<file path="src/rtl/privmem_pkg.sv">
package privmem_pkg;

   typedef enum logic [1:0] {
      K_READ   = 2'b00,
      K_RPAUSE = 2'b01,
      K_WWORD  = 2'b10,
      K_WBYTE  = 2'b11
   } kind_e;

   typedef enum logic [1:0] {
      H_NONE     = 2'd0,
      H_OWN_GEN  = 2'd1,
      H_OWN_INTR = 2'd2,
      H_OTHER    = 2'd3
   } hist_e;

   typedef enum logic [3:0] {
      S_IDLE, S_GAP, S_ADDR, S_RD_WAIT, S_RD_DLY,
      S_WR_DATA, S_WR_STB, S_WR_END, S_DONE
   } state_e;

   typedef enum logic [1:0] {
      RES_OK, RES_FALLBACK, RES_REJECT
   } result_e;

   // high half must carry odd parity together with its bit
   function automatic logic hi_par_bad(input logic [7:0] b, input logic p);
      return ~(^{b, p});
   endfunction

   // low half must carry even parity together with its bit
   function automatic logic lo_par_bad(input logic [7:0] b, input logic p);
      return ^{b, p};
   endfunction

endpackage

</file>
<file path="src/rtl/privmem_gap.sv">
module privmem_gap
   import privmem_pkg::*;
(
   input  logic [1:0] hist,
   input  logic       sync_in,
   input  logic       reply_in,
   input  logic       bfull_in,
   output logic       clear
);
   logic need_sync_low;

   always_comb begin
      unique case (hist_e'(hist))
         H_OWN_GEN: need_sync_low = 1'b1;
         H_OTHER:   need_sync_low = 1'b1;
         default:   need_sync_low = 1'b0;
      endcase
      clear = !reply_in && !bfull_in && !(need_sync_low && sync_in);
   end

endmodule

</file>
<file path="src/rtl/privmem_lock.sv">
module privmem_lock #(
   parameter int AW = 22
) (
   input  logic          clk,
   input  logic          rst_n,
   input  logic          set_i,
   input  logic          clr_i,
   input  logic [AW-1:0] set_addr,
   input  logic [1:0]    chk_kind,
   input  logic [AW-1:0] chk_addr,
   output logic          violate
);
   logic          lock_q;
   logic [AW-1:0] lock_addr_q;

   always_ff @(posedge clk or negedge rst_n) begin
      if (!rst_n) begin
         lock_q      <= 1'b0;
         lock_addr_q <= '0;
      end else if (set_i) begin
         lock_q      <= 1'b1;
         lock_addr_q <= set_addr;
      end else if (clr_i) begin
         lock_q      <= 1'b0;
      end
   end

   assign violate = lock_q && (!chk_kind[1] || (chk_addr != lock_addr_q));

endmodule

</file>
<file path="src/rtl/privmem_rdcap.sv">
module privmem_rdcap
   import privmem_pkg::*;
#(
   parameter int DW         = 16,
   parameter int SECOND_DLY = 3
) (
   input  logic          clk,
   input  logic          rst_n,
   input  logic          arm,
   input  logic          rd_stb,
   input  logic [DW-1:0] bus_rdata,
   input  logic          par_hi,
   input  logic          par_lo,
   output logic          got_first,
   output logic          got_second,
   output logic [DW-1:0] word0,
   output logic [DW-1:0] word1,
   output logic [1:0]    perr
);
   localparam int HALF = DW / 2;
   localparam int CW   = $clog2(SECOND_DLY + 1);

   logic          stb_q;
   logic          run_q;
   logic [CW-1:0] cnt_q;
   logic [1:0]    cap;
   logic          bad_now;
   logic [DW-1:0] word_q [2];

   assign got_first  = arm && stb_q && !rd_stb;
   assign got_second = run_q && (cnt_q == '0);
   assign cap        = {got_second, got_first};
   assign bad_now    = hi_par_bad(bus_rdata[DW-1 -: 8], par_hi)
                     | lo_par_bad(bus_rdata[HALF-1 -: 8], par_lo);

   always_ff @(posedge clk or negedge rst_n) begin
      if (!rst_n) begin
         stb_q <= 1'b0;
         run_q <= 1'b0;
         cnt_q <= '0;
      end else begin
         stb_q <= rd_stb;
         if (got_first) begin
            run_q <= 1'b1;
            cnt_q <= CW'(SECOND_DLY - 1);
         end else if (got_second) begin
            run_q <= 1'b0;
         end else if (run_q) begin
            cnt_q <= cnt_q - 1'b1;
         end
      end
   end

   for (genvar g = 0; g < 2; g++) begin : g_word
      always_ff @(posedge clk or negedge rst_n) begin
         if (!rst_n) begin
            word_q[g] <= '0;
            perr[g]   <= 1'b0;
         end else if (cap[g]) begin
            word_q[g] <= bus_rdata;
            perr[g]   <= bad_now;
         end
      end
   end

   assign word0 = word_q[0];
   assign word1 = word_q[1];

endmodule

</file>
<file path="src/rtl/privmem_master.sv">
module privmem_master
   import privmem_pkg::*;
#(
   parameter int AW         = 22,
   parameter int DW         = 16,
   parameter int SETUP_CYC  = 2,
   parameter int SECOND_DLY = 3,
   parameter int WSTB_CYC   = 2
) (
   input  logic          clk,
   input  logic          rst_n,
   input  logic          req_valid,
   input  logic [1:0]    req_kind,
   input  logic [AW-1:0] req_addr,
   input  logic          req_iopage,
   input  logic [DW-1:0] req_wdata,
   input  logic [1:0]    req_hist,
   output logic          host_ack,
   output logic          host_fallback,
   output logic          host_reject,
   output logic [DW-1:0] rd_word0,
   output logic [DW-1:0] rd_word1,
   output logic [1:0]    rd_perr,
   input  logic          sync_in,
   input  logic          reply_in,
   input  logic          bfull_in,
   input  logic          sel_in,
   output logic [AW-1:0] bus_addr,
   output logic          bus_addr_oe,
   output logic          bus_iopage,
   output logic          bus_wtbt,
   output logic          bus_pbyt,
   output logic          bus_cyc,
   output logic [DW-1:0] bus_wdata,
   output logic          bus_wdata_oe,
   output logic          bus_wstb,
   input  logic          rd_stb,
   input  logic [DW-1:0] bus_rdata,
   input  logic          par_hi,
   input  logic          par_lo
);
   localparam int MAXC = (SETUP_CYC > WSTB_CYC) ? SETUP_CYC : WSTB_CYC;
   localparam int CW   = $clog2(MAXC + 1);

   if (SETUP_CYC < 1) begin : g_bad_setup
      $error("SETUP_CYC must be at least 1");
   end
   if (SECOND_DLY < 1) begin : g_bad_dly
      $error("SECOND_DLY must be at least 1");
   end
   if (WSTB_CYC < 1) begin : g_bad_wstb
      $error("WSTB_CYC must be at least 1");
   end
   if (DW < 16 || (DW % 2) != 0) begin : g_bad_dw
      $error("DW must be even and at least 16");
   end

   state_e        state_q;
   result_e       res_q;
   logic [CW-1:0] cnt_q;
   logic [1:0]    kind_q;
   logic [1:0]    hist_q;
   logic [AW-1:0] addr_q;
   logic          io_q;
   logic [DW-1:0] wdata_q;

   logic gap_clear, lock_violate, got_first, got_second;
   logic lock_set, lock_clr, addr_last;

   privmem_gap u_gap (
      .hist     (hist_q),
      .sync_in  (sync_in),
      .reply_in (reply_in),
      .bfull_in (bfull_in),
      .clear    (gap_clear)
   );

   assign addr_last = (state_q == S_ADDR) && (cnt_q == '0);
   assign lock_set  = (state_q == S_RD_DLY) && got_second && (kind_e'(kind_q) == K_RPAUSE);
   assign lock_clr  = (state_q == S_WR_END) || (addr_last && !sel_in && kind_q[1]);

   privmem_lock #(.AW(AW)) u_lock (
      .clk      (clk),
      .rst_n    (rst_n),
      .set_i    (lock_set),
      .clr_i    (lock_clr),
      .set_addr (addr_q),
      .chk_kind (req_kind),
      .chk_addr (req_addr),
      .violate  (lock_violate)
   );

   privmem_rdcap #(.DW(DW), .SECOND_DLY(SECOND_DLY)) u_rdcap (
      .clk        (clk),
      .rst_n      (rst_n),
      .arm        (state_q == S_RD_WAIT),
      .rd_stb     (rd_stb),
      .bus_rdata  (bus_rdata),
      .par_hi     (par_hi),
      .par_lo     (par_lo),
      .got_first  (got_first),
      .got_second (got_second),
      .word0      (rd_word0),
      .word1      (rd_word1),
      .perr       (rd_perr)
   );

   always_ff @(posedge clk or negedge rst_n) begin
      if (!rst_n) begin
         state_q <= S_IDLE;
         res_q   <= RES_OK;
         cnt_q   <= '0;
         kind_q  <= '0;
         hist_q  <= '0;
         addr_q  <= '0;
         io_q    <= 1'b0;
         wdata_q <= '0;
      end else begin
         unique case (state_q)
            S_IDLE: if (req_valid) begin
               kind_q  <= req_kind;
               hist_q  <= req_hist;
               addr_q  <= req_addr;
               io_q    <= req_iopage;
               wdata_q <= req_wdata;
               if (lock_violate) begin
                  res_q   <= RES_REJECT;
                  state_q <= S_DONE;
               end else begin
                  state_q <= S_GAP;
               end
            end
            S_GAP: if (gap_clear) begin
               cnt_q   <= CW'(SETUP_CYC - 1);
               state_q <= S_ADDR;
            end
            S_ADDR: begin
               if (cnt_q != '0) begin
                  cnt_q <= cnt_q - 1'b1;
               end else if (!sel_in) begin
                  res_q   <= RES_FALLBACK;
                  state_q <= S_DONE;
               end else begin
                  res_q   <= RES_OK;
                  state_q <= kind_q[1] ? S_WR_DATA : S_RD_WAIT;
               end
            end
            S_RD_WAIT: if (got_first)  state_q <= S_RD_DLY;
            S_RD_DLY:  if (got_second) state_q <= S_DONE;
            S_WR_DATA: begin
               cnt_q   <= CW'(WSTB_CYC - 1);
               state_q <= S_WR_STB;
            end
            S_WR_STB: begin
               if (cnt_q != '0) cnt_q   <= cnt_q - 1'b1;
               else             state_q <= S_WR_END;
            end
            S_WR_END: state_q <= S_DONE;
            S_DONE:   state_q <= S_IDLE;
            default:  state_q <= S_IDLE;
         endcase
      end
   end

   always_comb begin
      bus_cyc      = 1'b0;
      bus_wdata_oe = 1'b0;
      unique case (state_q)
         S_RD_WAIT, S_RD_DLY: bus_cyc = 1'b1;
         S_WR_DATA, S_WR_STB, S_WR_END: begin
            bus_cyc      = 1'b1;
            bus_wdata_oe = 1'b1;
         end
         default: ;
      endcase
   end

   assign bus_addr_oe   = (state_q == S_ADDR) || bus_cyc;
   assign bus_addr      = addr_q;
   assign bus_iopage    = bus_addr_oe && io_q;
   assign bus_wtbt      = (state_q == S_ADDR) && kind_q[1];
   assign bus_pbyt      = (state_q == S_ADDR) && kind_q[0];
   assign bus_wdata     = wdata_q;
   assign bus_wstb      = (state_q == S_WR_STB);
   assign host_ack      = (state_q == S_DONE);
   assign host_fallback = host_ack && (res_q == RES_FALLBACK);
   assign host_reject   = host_ack && (res_q == RES_REJECT);

endmodule

</file>
<file path="config.mk">
export PLATFORM = sky130hd
export DESIGN_NAME = privmem_master
export DESIGN_NICKNAME = d
export VERILOG_FILES = /design/src/rtl/privmem_pkg.sv /design/src/rtl/privmem_gap.sv /design/src/rtl/privmem_lock.sv /design/src/rtl/privmem_rdcap.sv /design/src/rtl/privmem_master.sv
export SDC_FILE = /design/constraint.sdc
export NUM_CORES = 1
export LEC_CHECK = 0
export CAP_MARGIN = 15
export CORE_UTILIZATION = 35
export DETAILED_ROUTE_END_ITERATION = 12
export PLACE_DENSITY = 0.74
export SLEW_MARGIN = 20
export SYNTH_ARGS = -nofsm -noshare
export SYNTH_HDL_FRONTEND = slang
export SYNTH_SLANG_ARGS = --single-unit
</file>
<file path="constraint.sdc">
create_clock -name clk -period 6.5 [get_ports clk]
set_input_delay 1.95 -clock clk [delete_from_list [all_inputs] [get_ports clk]]
set_output_delay 1.95 -clock clk [all_outputs]
set_load 0.01 [all_outputs]
</file>
Yosys cells after proc, flatten, opt, wreduce, memory -nomap -nowiden
Cells that the tools add are included.
{ "totals": {"regBits": 112, "out_inout_bits": 82, "wordCells": 118} }
{ "op_classes": {"addsub": 2, "n_eq_ne": 23, "muxes": 28, "bitwise_logic": 2, "reduce_logical": 46} }
{ "op_table": {"columns": ["operator", "count"], "rows": [
  ["$mux 4", 8],
  ["$pmux 4 s8", 1],
  ["$ne 22x22->1", 1],
  ["$reduce_xor 9->1", 2],
  ["$logic_and 1x1->1", 17],
  ["$eq 4x3->1 const B", 4],
  ["$mux 2", 8],
  ["$ne 2x2->1 const B", 8],
  ["$reduce_bool 2->1", 5],
  ["$eq 4x2->1 const B", 2],
  ["$mux 1", 8],
  ["$eq 2x1->1 const B", 3],
  ["$logic_not 1->1", 6],
  ["$pmux 2 s3", 1],
  ["$reduce_and 6->1", 1],
  ["$reduce_or 5->1", 1],
  ["$eq 2x2->1 const B", 2],
  ["$eq 4x1->1 const B", 1],
  ["$eq 4x4->1 const B", 1],
  ["$logic_not 2->1", 2],
  ["$logic_not 4->1", 1],
  ["$pmux 2 s2", 1],
  ["$reduce_and 2->1", 2],
  ["$reduce_and 4->1", 1],
  ["other kinds (10)", 14]
]} }

Logic depth before layout (Yosys ltp)
{ "depth": {"word_depth": 8, "depth_mapped": 9, "mapped_depth_nobuf": 7} }

Cells and area by module
A second synthesis with hierarchy kept.
{ "unflattened": {"cells_unflattened": 392, "area_unflattened_um2": 4994.8} }
{ "by_module_without_submodules": {"columns": ["module", "instances", "cells_per_inst", "area_each_um2"], "rows": [
  ["privmem_master", 1, 173, 2303.5],
  ["privmem_rdcap", 1, 139, 1590.3],
  ["privmem_lock", 1, 79, 1088.5],
  ["privmem_gap", 1, 1, 12.5]
]} }

Least setup slack after synthesis
OpenSTA, ideal clock, no wires.
{ "synth_timing": {"path_kind": "input -> register", "startpoint": "input port sync_in", "endpoint": "register addr_q[12] (netlist: bus_addr[12])", "setup_ns": 0.125, "t_arrival_ns": 3.366, "t_required_ns": 6.375, "slack_ns": 3.009, "path_stages": 7, "path_buffers": 2, "path_cell_list": "a211oi_1 -> o32a_1 -> nand4_2 -> or2_1 -> buf_6 -> buf_8 -> mux2_4"} }
{ "synth_lines": {"columns": ["item", "line", "text"], "rows": [
  ["start: declaration", "privmem_master.sv:24", "input logic sync_in,"],
  ["end signal: assignment", "privmem_master.sv:123", "addr_q <= req_addr;"],
  ["end: declaration", "privmem_master.sv:63", "logic [AW-1:0] addr_q;"]
]} }

Worst setup path after layout
{ "layout_timing": {"startpoint": "register state_q[2]", "endpoint": "output port bus_iopage"} }
{ "layout_between": {"elab_chain_len": 5} }
{ "layout_lines": {"columns": ["item", "line", "text"], "rows": [
  ["start: declaration", "privmem_master.sv:58", "state_e state_q;"],
  ["start signal: assignment", "privmem_master.sv:145", "state_q <= kind_q[1] ? S_WR_DATA : S_RD_WAIT;"],
  ["$eq 4x3->1 or $eq 4x2->1 (tied branches)", "privmem_master.sv:168", "unique case (state_q)"],
  ["$reduce_or 5->1 (no source line)", null, null],
  ["$mux 1", "privmem_master.sv:168", null],
  ["$logic_or 1x1->1 (*)", "privmem_master.sv:178", "assign bus_addr_oe = (state_q == S_ADDR) || bus_cyc;"],
  ["$logic_and 1x1->1 (*)", "privmem_master.sv:180", "assign bus_iopage = bus_addr_oe && io_q;"],
  ["end: declaration", "privmem_master.sv:30", "output logic bus_iopage,"]
]} }
Mark *: on every way between the ends. The rest lies on a longest branch, timed or not.

==> results.cfg <==
[synth]
yosysUniqueCellTypes = 48
post_synth_inst_count = 360
syn_area_per_cell_um2 = 13.8
ys_top_cells_by_count = dfrtp_1 (111), mux2_2 (78), xnor2_1 (32), mux2_4 (19), nand2_1 (13)
synthArstFlopShare_pct = 100
netlist_top_cells_area = dfrtp_1 (56%), mux2_2 (18%), mux2_4 (5.7%), xnor2_1 (5.6%), nand2_1 (0.98%)
synth_nets = 431
netlist_area_mm2 = 0.00497
yosysSeqAreaShare_pct = 55.8
yosys.area.top_type = dfrtp_1
synth_edf_count = 0
ys.warnings.count = 0
yosysMostFrequentCell = dfrtp_1
synth_seq_cells = 111
synth-main-ff-cell = dfrtp_1
synth_top_area_share_pct = 55.8

[drt]
routed_wl_um = 11100
drc = 0
routedWlPerCell_um = 16.1
vias = 3346
drtPass1Iterations = 4
via_per_inst = 4.85
drt_iter0_drc = 165
antenna_left = 0

[floorplanning]
ioPinCount = 151
die_x_um = 121
core_region_area_mm2 = 0.0139
row_count = 43
die-area_mm2 = 0.0147
initial_core_util_pct = 35.8
die_h_um = 121

[global_route]
overflow = 0
grtUsageTotal_pct = 15.9
grt_max_degree = 68
grt_pass1_vias = 3626
grt_pass1_wl_um = 17900
antenna_found_initial = 0

[worst_setup_path]
reg2reg_slack_ns = 3.29
cpMostUsedCell = or2_2
critPathRequiredTime_ns = 4.55
cp-end-kind = output port
worstReg2RegStart = u_rdcap.cnt_q[0]$_DFFE_PN0P_
crit_type = reg2out
r2r-end = bus_wdata[7]$_DFFE_PN0P_
cp_slowest_cell = clkdlybuf4s50_1
cpPeakStageDelay_ns = 0.52
cp.arrival_ns = 2.41
critPathLaunchType = register
path_max_fanout = 13
rr_worst_depth = 7
cp-startpoint = state_q[2]$_DFFE_PN0P_
crit_chain = or2_2 -> or2_2 -> o21ai_0 -> and2_1 -> clkdlybuf4s50_1

[final_layout]
finalNetCount = 577
antenna_cells = 0
drive_above_1_share_pct = 24.1
area.growth.synth_to_final_pct = 39.0
fin_area_mm2 = 0.00691
fillers = 1220

[min_path]
whs_path_depth = 2
hold_start = u_rdcap.perr[0]$_DFFE_PN0P_
hold_class = reg2reg
holdPathEnd = u_rdcap.perr[0]$_DFFE_PN0P_

[timing]
slew_violations = 0
rsz0062_at_grt = false
tightestPinTransition_ns = 1.05
finalSetupViolCount = 0
fin_crit_sh_pct = 67.1
finalHoldViolCount = 0
timing.fmax_mhz = 229
setup-tns-final_ns = 0
skew_ns = 0.00927
min_period_ns = 4.36
relSlewSlack_pct = 29.6

[clock_tree]
clk_pin_slew_ns = 0.07
cts_tree = yes
post_cts_resized = 0
post_cts_buffers = 0
clk_root_buffer_cell = clkbuf_16
hold_buffers = 0
insertion_delay_ns = 0.35
clockBufferDepth = 2
cts_max_level = 3
cts_buffers = 9
cts.sinks = 111

[run]
maxCapViolCount = 0

[placement]
place_area_mm2 = 0.00660
io_buffers = 149
dp_hpwl_um = 8140
gp_congestion = 0.849

[power]
p_total_mw = 3.21
cellLeakagePower_nw = 3.01
powerDensity_mw_per_mm2 = 465
peakVddDrop_mv = 0.232

[status]
status = finished, final reports clean
==> sequential cells by signal, summed over array words and instances, names as in the netlist <==
name / flops
u_rdcap.stb_q: 1
u_rdcap.cnt_q: 2
u_rdcap.run_q: 1
kind_q: 2
u_lock.lock_addr_q: 22
res_q: 2
cnt_q: 2
u_rdcap.word0: 16
bus_wdata: 16
u_lock.lock_q: 1
bus_addr: 22
hist_q: 1
u_rdcap.word1: 16
io_q: 1
state_q: 4
u_rdcap.perr: 2
==> cells by family after synthesis <==
logic type	share of synthesized area, %
adders and majority gates	0.503
DFF	55.8
AOI/OAI and AO/OA	4.07
muxes	23.6
and+or+nand+nor	5.94
xor gates and xnor gates	7.07
buffers and inverters	2.99
==> cells in the final DEF, fill, tap and decap left out, types with 2 or more instances in the layout <==
master           count
mux2_2              78
buf_4                3
nand4_1              5
or2_2                3
nor4_1               2
a21oi_1              8
xnor3_1              2
clkdlybuf4s50_1    148
mux2_4              19
o211ai_1             3
clkbuf_16            9
nor2_1              11
a22o_1               2
dfrtp_1            111
xor2_1               3
inv_1               11
nand2_1             13
nand3_1              2
ha_1                 2
bufinv_16            2
o21ai_0              7
nand2b_1             3
xnor2_1             32
a31oi_1              2
clkinv_2             2
and2_1               2
nor3_1               2
==> through the flow <==
step / util, % / setup WS [ns] / cells / hold WS, ns
detailed placement: 47.5 / 1.82 / 675 / 0.476
floorplan: - / 3.01 / 360 / 0.450
CTS: 49.8 / 2.12 / 690 / 0.492
global placement: 47.5 / 1.94 / 675 / 0.465
global route: 49.8 / 2.02 / 690 / 0.520
finish: 49.8 / 2.14 / 690 / 0.489
==> per-layer routing <==
layer	vias to the layer above	global-route usage [%]	wire [um]
met3	15	2.87	398
met4	0	8.26	252
li1	1553	-	-
met1	1687	18.6	4560
met5	-	0	0
met2	91	27.9	5920
==> cell type report <==
| cell class | instances | area, um^2 | area share, % |
|---|---|---|---|
| Clock buffer | 11 | 243 | 3.51 |
| Clock inverter | 4 | 70.1 | 1.01 |
| Inverter | 11 | 41.3 | 0.597 |
| Multi-Input combinational cell | 222 | 2050 | 29.7 |
| Sequential cell | 111 | 2780 | 40.2 |
| Tap cell | 180 | 225 | 3.26 |
| Timing Repair Buffer | 151 | 1500 | 21.8 |
==> worst max-delay path: cells and delay by family, from the launching register on <==
| kind | cells | cell delay, ns |
|---|---|---|
| buffers and inverters | 1 | 0.52 |
| flip-flops | 1 | 0.51 |
| AO/OA/AOI/OAI | 1 | 0.12 |
| AND/OR/NAND/NOR | 3 | 0.91 |
==> how the worst max path moves through the flow <==
stage	slack, ns	end
after CTS	2.12	bus_iopage
final	2.14	bus_iopage
after detailed placement	1.82	bus_wdata[7]$_DFFE_PN0P_
after global placement	1.94	bus_wdata[11]$_DFFE_PN0P_
after floorplan	3.01	bus_addr[12]$_DFFE_PN0P_
after global routing	2.02	bus_iopage
==> where the power goes <==
part           leakage, nW  internal [mW]  switching [mW]
clock                0.155          0.345           0.237
combinational         1.47          0.906           0.581
sequential            1.39          0.963           0.180
No activity file was read; power rests on OpenSTA's default activity.
